<file path="config.mk">
export PLATFORM = sky130hd
export DESIGN_NAME = page_tracker
export DESIGN_NICKNAME = d
export VERILOG_FILES = /design/src/rtl/page_track_pkg.sv /design/src/rtl/pt_bank_store.sv /design/src/rtl/pt_judge.sv /design/src/rtl/page_tracker.sv
export SDC_FILE = /design/constraint.sdc
export NUM_CORES = 1
export LEC_CHECK = 0
export ABC_AREA = 1
export BUFFER_PORTS_ARGS = -buffer_cell sky130_fd_sc_hd__buf_2
export CAP_MARGIN = 20
export CORE_ASPECT_RATIO = 1.75
export CORE_MARGIN = 4
export CORE_UTILIZATION = 44
export DETAILED_ROUTE_END_ITERATION = 8
export HOLD_SLACK_MARGIN = 0.1
export SYNTH_ARGS = -nofsm -noshare
export SYNTH_HDL_FRONTEND = slang
export SYNTH_SLANG_ARGS = --single-unit
</file>
<file path="constraint.sdc">
create_clock -name clk -period 1.6 [get_ports clk]
set_input_delay 0.08 -clock clk [delete_from_list [all_inputs] [get_ports clk]]
set_output_delay 0.08 -clock clk [all_outputs]
set_load 0.01 [all_outputs]
</file>
<file path="src/rtl/page_track_pkg.sv">
package page_track_pkg;

    typedef enum logic [1:0] {
        CMD_HIT     = 2'd0,
        CMD_ACT     = 2'd1,
        CMD_PRE_ONE = 2'd2,
        CMD_PRE_ALL = 2'd3
    } cmd_e;

    typedef enum logic [2:0] {
        WHY_ACCESS   = 3'd0,
        WHY_CONFLICT = 3'd1,
        WHY_DEVICE   = 3'd2,
        WHY_REFRESH  = 3'd3,
        WHY_IDLE     = 3'd4
    } why_e;

    typedef struct packed {
        logic fire;
        cmd_e cmd;
        why_e why;
    } verdict_t;

    function automatic logic closes_every_bank(cmd_e c);
        return c == CMD_PRE_ALL;
    endfunction

endpackage

</file>
<file path="src/rtl/pt_bank_store.sv">
module pt_bank_store
    import page_track_pkg::*;
#(
    parameter int DEV_W  = 2,
    parameter int BANK_W = 2,
    parameter int ROW_W  = 13,
    localparam int NB    = 1 << BANK_W
) (
    input  logic              clk,
    input  logic              rst,
    input  logic              upd_en,
    input  cmd_e              upd_cmd,
    input  logic [BANK_W-1:0] upd_bank,
    input  logic [ROW_W-1:0]  upd_row,
    input  logic [DEV_W-1:0]  upd_dev,
    output logic [NB-1:0]     open_q,
    output logic [ROW_W-1:0]  page_q [NB],
    output logic [DEV_W-1:0]  cur_dev_q
);

    for (genvar b = 0; b < NB; b++) begin : g_bank
        logic hit_me;
        assign hit_me = (upd_bank == BANK_W'(b));

        always_ff @(posedge clk) begin
            if (rst) begin
                open_q[b] <= 1'b0;
                page_q[b] <= '0;
            end else if (upd_en) begin
                if (closes_every_bank(upd_cmd)) begin
                    open_q[b] <= 1'b0;
                end else if (hit_me && upd_cmd == CMD_ACT) begin
                    open_q[b] <= 1'b1;
                    page_q[b] <= upd_row;
                end else if (hit_me && upd_cmd == CMD_PRE_ONE) begin
                    open_q[b] <= 1'b0;
                end
            end
        end
    end

    always_ff @(posedge clk) begin
        if (rst) begin
            cur_dev_q <= '0;
        end else if (upd_en && upd_cmd == CMD_ACT) begin
            cur_dev_q <= upd_dev;
        end
    end

    // an accepted activate opens the bank and stores the row
    assert_act_opens_R2: assert property (@(posedge clk) disable iff (rst)
        upd_en && upd_cmd == CMD_ACT |=>
            open_q[$past(upd_bank)] && page_q[$past(upd_bank)] == $past(upd_row));

    // an accepted single-bank precharge closes that bank, others kept
    assert_pre_one_closes_R4: assert property (@(posedge clk) disable iff (rst)
        upd_en && upd_cmd == CMD_PRE_ONE |=>
            !open_q[$past(upd_bank)] &&
            ((open_q | (NB'(1) << $past(upd_bank))) == ($past(open_q) | (NB'(1) << $past(upd_bank)))));

    // an accepted precharge-all leaves no bank open
    assert_pre_all_clears_R5: assert property (@(posedge clk) disable iff (rst)
        upd_en && upd_cmd == CMD_PRE_ALL |=> open_q == '0);

endmodule

</file>
<file path="src/rtl/pt_judge.sv">
module pt_judge
    import page_track_pkg::*;
#(
    parameter int DEV_W  = 2,
    parameter int BANK_W = 2,
    parameter int ROW_W  = 13,
    localparam int NB    = 1 << BANK_W
) (
    input  logic              refresh_req,
    input  logic              req_valid,
    input  logic [DEV_W-1:0]  req_dev,
    input  logic [BANK_W-1:0] req_bank,
    input  logic [ROW_W-1:0]  req_row,
    input  logic [ROW_W-1:0]  page_mask,
    input  logic              bus_idle,
    input  logic              keep_open,
    input  logic [NB-1:0]     open_q,
    input  logic [ROW_W-1:0]  page_q [NB],
    input  logic [DEV_W-1:0]  cur_dev_q,
    output verdict_t          verdict
);

    logic any_open;
    logic bank_open;
    logic same_page;
    logic other_dev;

    assign any_open  = |open_q;
    assign bank_open = open_q[req_bank];
    assign same_page = ((req_row ^ page_q[req_bank]) & page_mask) == '0;
    assign other_dev = any_open && (req_dev != cur_dev_q);

    always_comb begin
        verdict.fire = 1'b0;
        verdict.cmd  = CMD_HIT;
        verdict.why  = WHY_ACCESS;
        if (refresh_req) begin
            if (any_open) begin
                verdict.fire = 1'b1;
                verdict.cmd  = CMD_PRE_ALL;
                verdict.why  = WHY_REFRESH;
            end
        end else if (req_valid) begin
            verdict.fire = 1'b1;
            if (other_dev) begin
                verdict.cmd = CMD_PRE_ALL;
                verdict.why = WHY_DEVICE;
            end else if (bank_open && same_page) begin
                verdict.cmd = CMD_HIT;
            end else if (bank_open) begin
                verdict.cmd = CMD_PRE_ONE;
                verdict.why = WHY_CONFLICT;
            end else begin
                verdict.cmd = CMD_ACT;
            end
        end else if (bus_idle && !keep_open && any_open) begin
            verdict.fire = 1'b1;
            verdict.cmd  = CMD_PRE_ALL;
            verdict.why  = WHY_IDLE;
        end
    end

endmodule

</file>
<file path="src/rtl/page_tracker.sv">
module page_tracker
    import page_track_pkg::*;
#(
    parameter int DEV_W  = 2,
    parameter int BANK_W = 2,
    parameter int ROW_W  = 13,
    localparam int NB    = 1 << BANK_W
) (
    input  logic              clk,
    input  logic              rst,
    input  logic              req_valid,
    input  logic [DEV_W-1:0]  req_dev,
    input  logic [BANK_W-1:0] req_bank,
    input  logic [ROW_W-1:0]  req_row,
    input  logic [ROW_W-1:0]  page_mask,
    input  logic              refresh_req,
    input  logic              bus_idle,
    input  logic              keep_open,
    input  logic              dec_ready,
    output logic              dec_valid,
    output logic [1:0]        dec_cmd,
    output logic [2:0]        dec_why,
    output logic [DEV_W-1:0]  dec_dev,
    output logic [BANK_W-1:0] dec_bank,
    output logic [ROW_W-1:0]  dec_row
);

    logic [NB-1:0]    open_q;
    logic [ROW_W-1:0] page_q [NB];
    logic [DEV_W-1:0] cur_dev_q;
    verdict_t         verdict;
    cmd_e             cmd_q;
    why_e             why_q;
    logic             accept;

    assign accept = dec_valid && dec_ready;

    pt_judge #(.DEV_W(DEV_W), .BANK_W(BANK_W), .ROW_W(ROW_W)) u_judge (
        .refresh_req (refresh_req),
        .req_valid   (req_valid),
        .req_dev     (req_dev),
        .req_bank    (req_bank),
        .req_row     (req_row),
        .page_mask   (page_mask),
        .bus_idle    (bus_idle),
        .keep_open   (keep_open),
        .open_q      (open_q),
        .page_q      (page_q),
        .cur_dev_q   (cur_dev_q),
        .verdict     (verdict)
    );

    pt_bank_store #(.DEV_W(DEV_W), .BANK_W(BANK_W), .ROW_W(ROW_W)) u_store (
        .clk       (clk),
        .rst       (rst),
        .upd_en    (accept),
        .upd_cmd   (cmd_q),
        .upd_bank  (dec_bank),
        .upd_row   (dec_row),
        .upd_dev   (dec_dev),
        .open_q    (open_q),
        .page_q    (page_q),
        .cur_dev_q (cur_dev_q)
    );

    always_ff @(posedge clk) begin
        if (rst) begin
            dec_valid <= 1'b0;
            cmd_q     <= CMD_HIT;
            why_q     <= WHY_ACCESS;
            dec_dev   <= '0;
            dec_bank  <= '0;
            dec_row   <= '0;
        end else if (accept) begin
            dec_valid <= 1'b0;
        end else if (!dec_valid && verdict.fire) begin
            dec_valid <= 1'b1;
            cmd_q     <= verdict.cmd;
            why_q     <= verdict.why;
            dec_dev   <= req_dev;
            dec_bank  <= req_bank;
            dec_row   <= req_row;
        end
    end

    assign dec_cmd = cmd_q;
    assign dec_why = why_q;

    // a held decision keeps every field until accepted
    assert_hold_R9: assert property (@(posedge clk) disable iff (rst)
        dec_valid && !dec_ready |=> dec_valid && $stable(dec_cmd) && $stable(dec_why)
            && $stable(dec_bank) && $stable(dec_row) && $stable(dec_dev));

    // an accepted decision is withdrawn next cycle
    assert_withdraw_R9: assert property (@(posedge clk) disable iff (rst)
        accept |=> !dec_valid);

    // a hit is only reported for a bank that is open
    assert_hit_open_R3: assert property (@(posedge clk) disable iff (rst)
        dec_valid && cmd_q == CMD_HIT |-> open_q[dec_bank]);

    // a decision raised under refresh is a refresh precharge-all
    assert_refresh_first_R6: assert property (@(posedge clk) disable iff (rst)
        $rose(dec_valid) && $past(refresh_req) |-> cmd_q == CMD_PRE_ALL && why_q == WHY_REFRESH);

    // no idle close while rows are retained
    assert_retain_R8: assert property (@(posedge clk) disable iff (rst)
        $rose(dec_valid) && $past(keep_open) |-> why_q != WHY_IDLE);

endmodule

</file>
# [Word level (Yosys, flattened, before mapping)]
# Index checks and enable logic that the tools add are counted.
[op_classes] add_sub_neg=0 n_mul=0 div=0 magnitude_cmp=2 eq_ne=7 shift=0 mux=26 bitwise=5 n_reduce_logical=34
[ops] op="binary-select mux 13 bit (select 2 bit)" n=1
[ops] op="two-way mux 13 bit" n=2
[ops] op="two-way mux 6 bit" n=4
[ops] op="logical AND 1 bit" n=15
[ops] op="two-way mux 1 bit" n=14
[ops] op="bitwise AND 13 bit" n=1
[ops] op="zero test 13 bit" n=1
[ops] op="XOR 13 bit" n=1
[ops] op="AND reduction 3 bit" n=4
[ops] op="nonzero test 3 bit" n=4
[ops] op="AND reduction 2 bit" n=5
[ops] op="equality test 2 bit (second input constant)" n=4
[ops] op="two-way mux 5 bit" n=1
[ops] op="equality test 2 x 1 -> 1 bit (second input constant)" n=2
[ops] op="two-way mux 2 bit" n=2
[ops] op="OR reduction 4 bit" n=1
[ops] op=">= comparator 3 bit (second input constant)" n=1
[ops] op="less-than comparator 2 x 3 -> 1 bit (second input constant)" n=1
[ops] op="two-way mux 3 bit" n=1
[ops] op="inverter 2 -> 3 bit" n=1
[ops] op="binary-select mux 1 bit (select 2 bit)" n=1
[ops] op="zero test 1 bit" n=2
[ops] op="zero test 2 bit" n=1
[ops] op="inequality test 2 bit" n=1
[ops] op="2 further kinds" n=3
[word_totals] reg_bits=81 latch_bits=0 mem_bits_rw=0 romBits=0 input_bits=37 output_inout_bits=23 elab_cells=89 mem_count=0

# [Longest topological paths before layout]
[depth] ltp_word=14 depth_mapped=15 ltp_nobuf=13

# [Hierarchy]
# Synthesis repeated with hierarchy kept, for this count alone.
[hier_totals] cells_unflattened=679 hier_area_um2=4185.3
[by_module_without_submodules] module="pt_bank_store" n_inst=1 cells_per_inst=335 area_each_um2=2313.5 seq_area_each_um2=1161.1
[by_module_without_submodules] module="page_tracker" n_inst=1 cells_per_inst=149 area_each_um2=982.2 seq_area_each_um2=460.4
[by_module_without_submodules] module="pt_judge" n_inst=1 cells_per_inst=195 area_each_um2=889.6 seq_area_each_um2=0.0

# [Worst setup path before layout]
# OpenSTA, ideal clock, no wires.
[synth_path] path_kind="register to register" start="reg u_store.open_q[2]" end="reg why_q[0], in the netlist dec_why[0]" setup_ns=0.131 t_arrival_ns=1.253 t_required_ns=1.469 setup_slack_ns=0.216 stages_incl_launch_ff=12 n_path_buf=1 period_less_slack_ns=1.384 cell_sequence="dfxtp_1 inv_1 nand4_1 inv_2 nand2_1 o21ai_1 nand2_1 nand2_2 inv_2 buf_2 o21ai_1 a21oi_2"
[synth_between] elab_chain_len=7 elab_cells_between_ends=15 classes_between="mux (9); reduce/logical (6)"
[synth_rtl] element="from (decl)" line="pt_bank_store.sv:16" rtl="output logic [NB-1:0] open_q,"
[synth_rtl] element="from (signal, indexed assignment)" line="pt_bank_store.sv:27" rtl="open_q[b] <= 1'b0;"
[synth_rtl] element="from (signal, indexed assignment)" line="pt_bank_store.sv:31" rtl="open_q[b] <= 1'b0;"
[synth_rtl] element="from (signal, indexed assignment)" line="pt_bank_store.sv:33" rtl="open_q[b] <= 1'b1;"
[synth_rtl] element="binary-select mux 1 bit (select 2 bit) or OR reduction 4 bit (tied branches)" line="pt_judge.sv:29, pt_judge.sv:28"
[synth_rtl] element="two-way mux 1 bit (not written as such) or logical AND 1 bit (tied branches)" line="pt_judge.sv:29, pt_judge.sv:56"
[synth_rtl] element="two-way mux 1 bit (tied with other cells)" line="pt_judge.sv:50" rtl="end else if (bank_open) begin"
[synth_rtl] element="two-way mux 3 bit or two-way mux 6 bit (tied branches)" line="pt_judge.sv:48, pt_judge.sv:43"
[synth_rtl] element="two-way mux 5 bit or two-way mux 6 bit (tied branches)" line="pt_judge.sv:45, pt_judge.sv:37"
[synth_rtl] element="two-way mux 6 bit or logical AND 1 bit (tied branches)" line="pt_judge.sv:43, page_tracker.sv:76"
[synth_rtl] element="two-way mux 6 bit (*)" line="pt_judge.sv:37" rtl="if (refresh_req) begin"
[synth_rtl] element="to (signal assigned)" line="page_tracker.sv:79" rtl="why_q <= verdict.why;"
[synth_rtl] element="to (decl)" line="page_tracker.sv:33" rtl="why_e why_q;"
# Mark *: on every way between the ends. The rest lies on a longest branch, timed or not. The select of a mux whose other input is x is not followed.
# A chain may end at the register's enable or synchronous reset.

# [Worst setup path in the final report]
[layout_path] start="reg u_store.open_q[1]" end="reg why_q[0], in the netlist dec_why[0]"
# The elaborated chain is that of the path after synthesis.

==> results.json <==
{
  "status": "complete, no violations",
  "max_slew.worst_pin.slew_ns": 0.560,
  "ir_drop_mv": 0.686,
  "wl_per_cell_um": 14.9,
  "syn_to_final_growth_pct": 29.9,
  "drc": 0,
  "yosysUniqueCellTypes": 26,
  "power_per_cell_area_mw_per_mm2": 1000,
  "whs_ns": 0.187,
  "h-tree-depth": 3,
  "grt_pass1_wl_um": 18000,
  "synth_area_mm2": 0.00373,
  "yosysTopAreaCell": "dfxtp_1",
  "cts_tree": "built",
  "postSynthAreaPerCell_um2": 6.82,
  "synth_nets": 584,
  "die_w_um": 77.6,
  "cts_sinks": 81,
  "grt_pass1_vias": 3739,
  "clkPwrFrac_pct": 41.7,
  "cts.clk_slew.worst_paths_ns": 0.06,
  "vias": 3870,
  "via_per_inst": 5.15,
  "cp_data_required_time_ns": 1.88,
  "grtUsageMet3_pct": 4.28,
  "sw_frac_of_total_pct": 26.2,
  "design_area_mm2": 0.00485,
  "nNetsFinal": 671,
  "path_class": "register to register",
  "setup_viol": 0,
  "final-hold-violation-count": 0,
  "die_area_mm2": 0.0101,
  "synthCells": 547,
  "p_seq_share_pct": 44.5,
  "yosysMostFrequentCell": "nand2_1",
  "fin_crit_ns": 1.53,
  "power_frac_comb_pct": 13.8,
  "rr_endpoint": "dec_why[0]$_SDFFE_PP0P_",
  "grt_max_degree": 49,
  "worst_hold_path.endpoint": "dec_why[2]$_SDFFE_PP0P_",
  "start_kind": "register",
  "drtIter0Drc": 240,
  "cap_viol_max_count": 0,
  "initial_core_util_pct": 44.9,
  "synth_top_area_share_pct": 43.5,
  "p_switching_w": 0.00127,
  "finalWirelength_um": 11200,
  "nFillCells": 790,
  "layout.cells.non_filler": 752,
  "r2r_cells": 11,
  "synth_top_cells_by_area": "dfxtp_1 (43%), nand2_1 (13%), nand3_1 (10%)",
  "yosys_warnings": 0,
  "dp_slack_ns": 0.0128,
  "port_buffers": 59,
  "rrSetupSlack_ns": 0.07,
  "ios": 60,
  "drive_gt1_share_pct": 21.8,
  "final.setup_skew_ns": 0.00461,
  "holdCritStartpoint": "keep_open",
  "power_w": 0.00487,
  "cts_max_path_buffers": 2,
  "r2r_start": "u_store.open_q[1]$_SDFFE_PP0P_",
  "met2_usage_pct": 39.8,
  "async_flop_share_pct": 0,
  "grt-ovfl-total": 0,
  "hold_depth": 5,
  "multi_input_area_mm2": 0.00185,
  "worst_setup_path_end_kind": "register",
  "placed_cell_area_mm2": 0.00426,
  "worstPathMaxFanout": 11,
  "antenna_cells": 0,
  "met1_usage_pct": 27.5,
  "die_h_um": 130,
  "rows": 44,
  "hp-class": "input pin to register",
  "firstDrtPassIters": 4,
  "seq_area_mm2": 0.00163,
  "p_leak_nw": 2.04,
  "grt_usage_pct": 23.0,
  "worstPathArrival_ns": 1.81,
  "period_share_pct": 95.5,
  "antenna_left": 0,
  "antenna_found_initial": 0,
  "post-dp-hpwl_um": 7380,
  "cts-root-buf": "clkbuf_16",
  "dp.cells": 717,
  "numCtsBuffers": 9,
  "clock.fmax_mhz": 655,
  "fin_ws_ns": 0.0726,
  "rsz0062_at_grt": "true",
  "ys_seq_elements": 81,
  "p_int_w": 0.00359,
  "synth_edf_count": 0,
  "synth_commonest_cells": "nand2_1 (128), dfxtp_1 (81), nand3_1 (75)",
  "slew_headroom_pct": 62.6,
  "synth-seq-area-share_pct": 43.5,
  "place_congestion": 0.813,
  "core_mm2": 0.00831,
  "synth-main-ff-cell": "dfxtp_1",
  "clk_latency_ns": 0.35,
  "grt-busiest-layer": "met2",
  "maxSlewViolCount": 0
}
## worst max-delay path, cell delays in order, from the launching register on
cell	delay, ns
dfxtp_2	0.33
inv_1	0.04
nand4_1	0.19
inv_2	0.06
nand2_1	0.05
o21ai_1	0.07
nand2_2	0.10
nand2_4	0.08
buf_8	0.15
nor3_4	0.20
nand2_1	0.09
a21oi_2	0.12
## worst max-delay path by stage
stage / from / end / slack (ns)
finish: u_store.open_q[1]$_SDFFE_PP0P_ / dec_why[0]$_SDFFE_PP0P_ / 0.07
global route: u_store.open_q[3]$_SDFFE_PP0P_ / dec_row[6]$_SDFFE_PP0P_ / -0.08
CTS: u_store.open_q[2]$_SDFFE_PP0P_ / dec_row[8]$_SDFFE_PP0P_ / 0.002
detailed placement: u_store.open_q[2]$_SDFFE_PP0P_ / dec_row[8]$_SDFFE_PP0P_ / 0.01
global placement: u_store.open_q[2]$_SDFFE_PP0P_ / dec_row[4]$_SDFFE_PP0P_ / 0.06
floorplan: u_store.open_q[2]$_SDFFE_PP0P_ / dec_why[0]$_SDFFE_PP0P_ / 0.22
## sequential cells by signal, indices dropped and copies added, names as in the netlist
register           cells
u_store.page_q        52
dec_row               13
u_store.open_q         4
dec_why                3
dec_bank               2
dec_cmd                2
dec_dev                2
u_store.cur_dev_q      2
dec_valid              1
## kinds of logic (layout without fill, tap and decap cells)
group	after synthesis	after routing	share of synthesized area, %
AO/OA/AOI/OAI	114	114	15.9
XOR/XNOR	2	2	0.470
flip-flops	81	81	43.5
AND/OR/NAND/NOR	278	278	31.0
buffers and inverters	72	162	9.16
## per-layer routing
metal / part of all wire [%] / vias to the layer above
met1: 41 / 1785
met3: 5.0 / 22
met2: 51 / 107
li1: - / 1956
met4: 2.6 / 0
met5: 0 / -
## stage by stage
| stage | util (%) | TNS, ns |
|---|---|---|
| after floorplan | - | 0 |
| final | 58.3 | 0 |
| after CTS | 56.8 | 0 |
| after global routing | 58.3 | -0.883 |
| after detailed placement | 51.2 | 0 |
| after global placement | 51.2 | 0 |
## final cells by class
| class | count | area share [%] |
|---|---|---|
| multi-input cells | 394 | 38.1 |
| clock inverters | 4 | 0.930 |
| well taps | 115 | 2.97 |
| repair buffers | 109 | 16.3 |
| clock buffers | 10 | 4.93 |
| flip-flops and latches | 81 | 33.6 |
| inverters | 39 | 3.18 |
## power groups by stage
| stage | registers, W | clock network [W] | logic [W] |
|---|---|---|---|
| 2_1_floorplan | 0.00221 | 0 | 0.000316 |
| 3_3_place_gp | 0.00220 | 0 | 0.000581 |
| 3_5_place_dp | 0.00220 | 0 | 0.000585 |
| 4_1_cts | 0.00216 | 0.00205 | 0.000620 |
| 5_1_grt | 0.00218 | 0.00212 | 0.000744 |
| 6_report | 0.00217 | 0.00203 | 0.000670 |
## what timing repair did
item / 4_1_cts / 5_1_grt
endpoints found under the hold margin: 18 / 0
endpoints found under the setup margin: 0 / 50
resized for setup: 0 / 45
hold buffers: 18 / 0
buffers inserted: 0 / 3
## placed cells by master, fill, tap and decap left out, types with 2 or more instances in the layout
cell type	n
buf_12	5
nand3_1	75
buf_2	59
nor2_1	68
inv_1	31
o21ai_0	39
dfxtp_2	4
inv_2	6
nand2_1	127
dfxtp_1	77
o21ai_2	12
a21oi_1	48
xnor2_1	2
clkbuf_16	9
a21boi_1	2
dlygate4sd3_1	18
o21ai_1	5
a21oi_2	4
buf_4	25
clkinv_2	3
Note: power is estimated with default switching activity, not from simulation.
